[src/rtl/lp_clk_ctrl.sv]
module lp_clk_ctrl #(
  parameter int PSC_W = 8,
  parameter int TMR_W = 8
) (
  input  logic             clk_osc,
  input  logic             rst_n,
  input  logic             stop_req,
  input  logic             wait_req,
  input  logic             keep_cnt,
  input  logic             irq_req,
  input  logic             irq_en,
  input  logic             tmr_wr,
  input  logic [TMR_W-1:0] tmr_wdata,
  input  logic             psc_wr,
  input  logic [PSC_W-1:0] psc_wdata,
  output logic             osc_en,
  output logic             sys_clk,
  output logic [1:0]       mode
);
  localparam logic [TMR_W-1:0] TMR_PRE = TMR_W'(1);
  localparam logic [PSC_W-1:0] PSC_PRE = '1;

  typedef enum logic [1:0] {S_RUN, S_WAIT, S_STOP, S_WARM} st_t;

  st_t              st, st_nx;
  logic [TMR_W-1:0] tmr;
  logic [PSC_W-1:0] psc;
  logic             park_q;

  wire wake  = irq_req & irq_en;
  wire uflow = (st == S_WARM) && (tmr == '0) && (psc == '0);

  always_comb begin
    st_nx = st;
    case (st)
      S_RUN:  if (stop_req) st_nx = S_STOP;
              else if (wait_req) st_nx = S_WAIT;
      S_WAIT: if (wake) st_nx = S_RUN;
      S_STOP: if (wake) st_nx = S_WARM;
      S_WARM: if (uflow) st_nx = S_RUN;
      default: st_nx = S_RUN;
    endcase
  end

  always_ff @(posedge clk_osc or negedge rst_n) begin
    if (!rst_n) begin
      st     <= S_RUN;
      park_q <= 1'b0;
      tmr    <= '1;
      psc    <= '1;
    end else begin
      st     <= st_nx;
      park_q <= (st_nx != S_RUN);
      if (st == S_RUN) begin
        if (stop_req) begin
          if (!keep_cnt) begin
            tmr <= TMR_PRE;
            psc <= PSC_PRE;
          end
        end else begin
          if (tmr_wr) tmr <= tmr_wdata;
          if (psc_wr) psc <= psc_wdata;
        end
      end else if (st == S_WARM) begin
        psc <= psc - 1'b1;
        if (psc == '0) tmr <= tmr - 1'b1;
      end
    end
  end

  assign osc_en  = (st != S_STOP);
  assign sys_clk = clk_osc | park_q;
  assign mode    = (st == S_RUN) ? 2'b00 : (st == S_WAIT) ? 2'b01 : 2'b10;


  stop_park_chk: assert property (@(posedge clk_osc) disable iff (!rst_n)
    (st == S_RUN && stop_req) |=> (!osc_en && park_q && mode == 2'b10));

  preload_chk: assert property (@(posedge clk_osc) disable iff (!rst_n)
    (st == S_RUN && stop_req && !keep_cnt) |=> (tmr == TMR_PRE && psc == PSC_PRE));

  keep_chk: assert property (@(posedge clk_osc) disable iff (!rst_n)
    (st == S_RUN && stop_req && keep_cnt) |=> ($stable(tmr) && $stable(psc)));

  uflow_release_chk: assert property (@(posedge clk_osc) disable iff (!rst_n)
    uflow |=> (st == S_RUN && !park_q));

  warm_step_chk: assert property (@(posedge clk_osc) disable iff (!rst_n)
    (st == S_WARM && !uflow) |=> (psc == $past(psc) - 1'b1 && st == S_WARM));

  wait_exit_chk: assert property (@(posedge clk_osc) disable iff (!rst_n)
    (st == S_WAIT && wake) |=> (st == S_RUN && !park_q));

  masked_irq_chk: assert property (@(posedge clk_osc) disable iff (!rst_n)
    ((st == S_WAIT || st == S_STOP) && !irq_en) |=> $stable(st));

  no_write_parked_chk: assert property (@(posedge clk_osc) disable iff (!rst_n)
    (st == S_STOP || st == S_WAIT) |=> ($stable(tmr) && $stable(psc)));
endmodule

[config.mk]
export PLATFORM = sky130hd
export DESIGN_NAME = lp_clk_ctrl
export DESIGN_NICKNAME = d
export VERILOG_FILES = /design/src/rtl/lp_clk_ctrl.sv
export SDC_FILE = /design/constraint.sdc
export NUM_CORES = 1
export LEC_CHECK = 0
export BUFFER_PORTS_ARGS = -buffer_cell sky130_fd_sc_hd__buf_2
export CELL_PAD_IN_SITES_DETAIL_PLACEMENT = 1
export CELL_PAD_IN_SITES_GLOBAL_PLACEMENT = 1
export CORE_ASPECT_RATIO = 1.1
export CORE_MARGIN = 3
export CORE_UTILIZATION = 40
export CTS_CLUSTER_SIZE = 10
export DETAILED_ROUTE_END_ITERATION = 12
export GPL_TIMING_DRIVEN = 0
export PLACE_DENSITY_LB_ADDON = 0.1
export SLEW_MARGIN = 25
export SYNTH_ARGS = -nofsm -noshare
export SYNTH_HDL_FRONTEND = slang
export SYNTH_SLANG_ARGS = --single-unit
[constraint.sdc]
create_clock -name clk_osc -period 2.4 [get_ports clk_osc]
set_input_delay 0.48 -clock clk_osc [delete_from_list [all_inputs] [get_ports clk_osc]]
set_output_delay 0.48 -clock clk_osc [all_outputs]
set_load 0.02 [all_outputs]
* Word-level counts from Yosys, hierarchy flattened
Cells that the tools add are included.
** Storage, ports and cells
- Register bits after elaboration :: 19
- Input bits :: 25
- Output and inout bits :: 4
- Logic and storage cells :: 44
** Cells by class
- Equality and inequality tests :: 7
- Add/sub/neg operators :: 2
- Multiplexer cells :: 19
- Bitwise operators :: 2
- Reduce and logical (&&, ||, !) cells :: 10
** Operator list (number)
- 8-bit two-way mux :: 11
- 8-bit logical NOT :: 2
- 8-bit by 1-bit subtractor with 8-bit output (second input constant) :: 2
- 2-bit two-way mux :: 7
- 3-bit inequality test (second input constant) :: 3
- 2-bit case mux with 4 select lines :: 1
- 2-bit nonzero test :: 3
- 2-bit == test (second input constant) :: 2
- 4-bit AND reduction :: 1
- 3-bit AND reduction :: 1
- 2-bit by 1-bit == test with 1-bit output (second input constant) :: 1
- 1-bit logical AND :: 2
- 2-bit logical NOT :: 1
- 2-bit inequality test (second input constant) :: 1
- 1-bit bitwise AND :: 1
- 1-bit OR :: 1

* Logic depth before layout (Yosys ltp)
- Depth in word-level cells :: 6
- Mapped depth :: 7
- Gate-level depth less buffers :: 6

==> results_dict.tcl <==
set metrics [dict create \
    core_mm2 0.00313 \
    max-slew-margin-rel_pct 64.6 \
    wl_per_cell_um 17.7 \
    vias_per_cell 5.96 \
    antenna_found_initial 0 \
    end_kind "output port" \
    worst_slack_ns 0.0840 \
    grt.total_usage_pct 22.4 \
    route.detailed.drc 0 \
    tightestPinTransition_ns 0.529 \
    cp-startpoint "clk_osc" \
    powerDensity_mw_per_mm2 1270 \
    rsz0062_at_grt "false" \
    drt-total-wl_um 3940 \
    p_seq_share_pct 35.5 \
    crit_required_ns 1.92 \
    clock_power_share_pct 13.5 \
    run_status "finished, final reports clean" \
    area_delta_synth_final_pct 17.3 \
    hold_violations 0 \
    seq_area_frac_synth_pct 36.9 \
    netlist_instances 155 \
    syn_nets 188 \
    drtIter0Drc 36 \
    setup_violations 0 \
    hold_class "input pin to async pin" \
    p_leak_nw 0.642 \
    drt_pass1_iterations 4 \
    swShare_pct 45.2 \
    crit_cells 4 \
    grt_max_degree 20 \
    worstSetupPathType "clock port to output port" \
    yosysTopAreaCellShare_pct 31.3 \
    arrival_ns 1.84 \
    detailedPlace.worstSlack_ns 0.164 \
    reg2reg_slack_ns 0.28 \
    die_w_um 61.2 \
    tns_ns 0 \
    vias 1329 \
    floorplan.initialDensity_pct 42.9 \
    worstReg2RegStart "psc[0]" \
    maxCapViolCount 0 \
    slowest_stage "or2_2" \
    cpPeakStageDelay_ns 0.26 \
    ir_drop_mv 0.581 \
    grt-ovfl-total 0 \
    synth-seq-cells 19 \
    synth_cell_type_count 43 \
    rr_worst_depth 6 \
    reg2reg_to "st[1]" \
    ioPinCount 29 \
    crit_top_cell "clkbuf_4" \
    dpl.hpwl_um 2990 \
    pwr-share-comb_pct 51.0 \
    crit_fanout 2 \
    avgSynthCellArea_um2 8.65 \
    p_int_mw 1.09 \
    critPathTopFamily "buffers and inverters" \
    synth_area_leaders "dfstp_2, ha_1, dfrtp_1" \
    clock_skew_ns 0.0109 \
    grt_pass1_wl_um 6550 \
    die_area_mm2 0.00408 \
    yosysWarnings 0 \
    io_buffers 28 \
    final_antenna_net_count 0 \
    drive_gt1_share_pct 32.3 \
    fp.dieH_um 66.7 \
    syn-cell-area_mm2 0.00134 \
    drv_slew 0 \
    clkLatencyLatePin_ns 0.42 \
    crit_path_start_kind "clock port" \
    gp_congestion 0.886 \
    cts_tree "yes" \
    nets 223 \
    async_flop_share_pct 100 \
    num_rows 21 \
    crit_chain "clkbuf_4 -> clkbuf_4 -> or2_2 -> buf_2" \
    clkTransAtPathRegs_ns 0.12 \
    crit_buf_inv 3 \
    synth_largest_area_cell "dfstp_2" \
    switchingPower_mw 0.902 \
    synth_flop_cell "dfstp_2" \
    critPathCapture "sys_clk" \
    diodes 0 \
    grt_pass1_vias 1413 \
    synth_edf_count 0 \
]
==> metal layers <==
layer / part of all wire [%] / vias to the layer above / track usage, %
li1: - / 639 / -
met1: 43 / 659 / 25.3
met2: 52 / 26 / 38.2
met3: 3.4 / 5 / 5.23
met4: 1.6 / 0 / 11.1
met5: 0 / - / 0
==> worst min-delay path by stage <==
stage | start | endpoint | slack [ns] | cells past startpoint
global route | rst_n | park_q | 0.001 | 1
finish | rst_n | park_q | 0.01 | 1
floorplan | rst_n | park_q | 0.18 | 0
global placement | rst_n | park_q | 0.45 | 1
detailed placement | rst_n | park_q | 0.46 | 1
CTS | rst_n | park_q | 0.01 | 1
==> stage by stage <==
| stage | utilization [%] | hold slack, ns | total power [mW] | cells | area (um2) |
|---|---|---|---|---|---|
| global placement | 48.7 | 0.453 | 1.69 | 217 | 1520 |
| global route | 50.3 | 0.00146 | 2.19 | 223 | 1570 |
| CTS | 50.2 | 0.00967 | 2.01 | 223 | 1570 |
| finish | 50.3 | 0.0123 | 1.99 | 223 | 1570 |
| floorplan | - | 0.184 | 1.46 | 155 | 1340 |
| detailed placement | 48.7 | 0.458 | 1.76 | 217 | 1520 |
==> synth_stat cells, types with 2 or more instances <==
cell,instances
nor3_1,5
o311ai_1,2
nand2_1,6
o22ai_1,7
ha_1,8
o21ai_1,14
nand3_1,3
or3_1,2
o22a_1,2
nor3b_1,2
inv_1,12
a31oi_1,2
nor4_1,5
o32ai_1,2
a211oi_2,2
buf_1,2
clkbuf_1,2
nor2_1,17
nand2b_1,4
nor2b_1,4
dfstp_2,16
dfrtp_1,3
a21oi_1,13
==> kinds of logic after synthesis <==
logic type,count (synthesis),share of synthesized area [%]
AND/OR/NAND/NOR,57,23.8
buffers and inverters,18,5.69
adder cells (fa/ha/maj),8,7.46
AO/OA/AOI/OAI,53,26.1
flip-flops,19,36.9
==> power groups by stage <==
stage	Sequential (mW)	Clock (mW)	Combinational [mW]
2_1_floorplan	0.666	0.0196	0.780
3_3_place_gp	0.701	0.0261	0.966
3_5_place_dp	0.711	0.0261	1.02
4_1_cts	0.705	0.280	1.03
5_1_grt	0.734	0.303	1.15
6_report	0.708	0.270	1.02
==> registers in the layout (all words and copies together) (netlist names) <==
signal and flops:
st 2, park_q 1, tmr 8, psc 8
==> timing repair <==
item                       in CTS  in global routing
pin swaps                       0                  0
hold buffers                    0                  0
setup endpoints to repair       1                  1
gates resized for setup         0                  2
buffers inserted                0                  0
==> cell usage in the layout (no fill, tap or decap), drive strengths merged, types with 3 or more instances in the layout <==
cell type  count
nor2          17
nor4           6
dfrtp          3
dfstp         16
buf           31
clkbuf         8
a21oi         13
o22ai          7
nor3           5
nand3          4
o21ai         14
ha             8
inv           12
nor2b          4
nand2          6
nand2b         4
==> layout make-up <==
class | count | area (um2)
plain buffers | 5 | 30.0
clock buffers | 7 | 50.0
clock inverters | 1 | 5.00
fillers | 399 | 1550
inverters | 12 | 45.0
multi-input cells | 118 | 769
flip-flops and latches | 19 | 495
well taps | 34 | 42.5
repair buffers | 27 | 135
(Power assumes the default switching activity.)
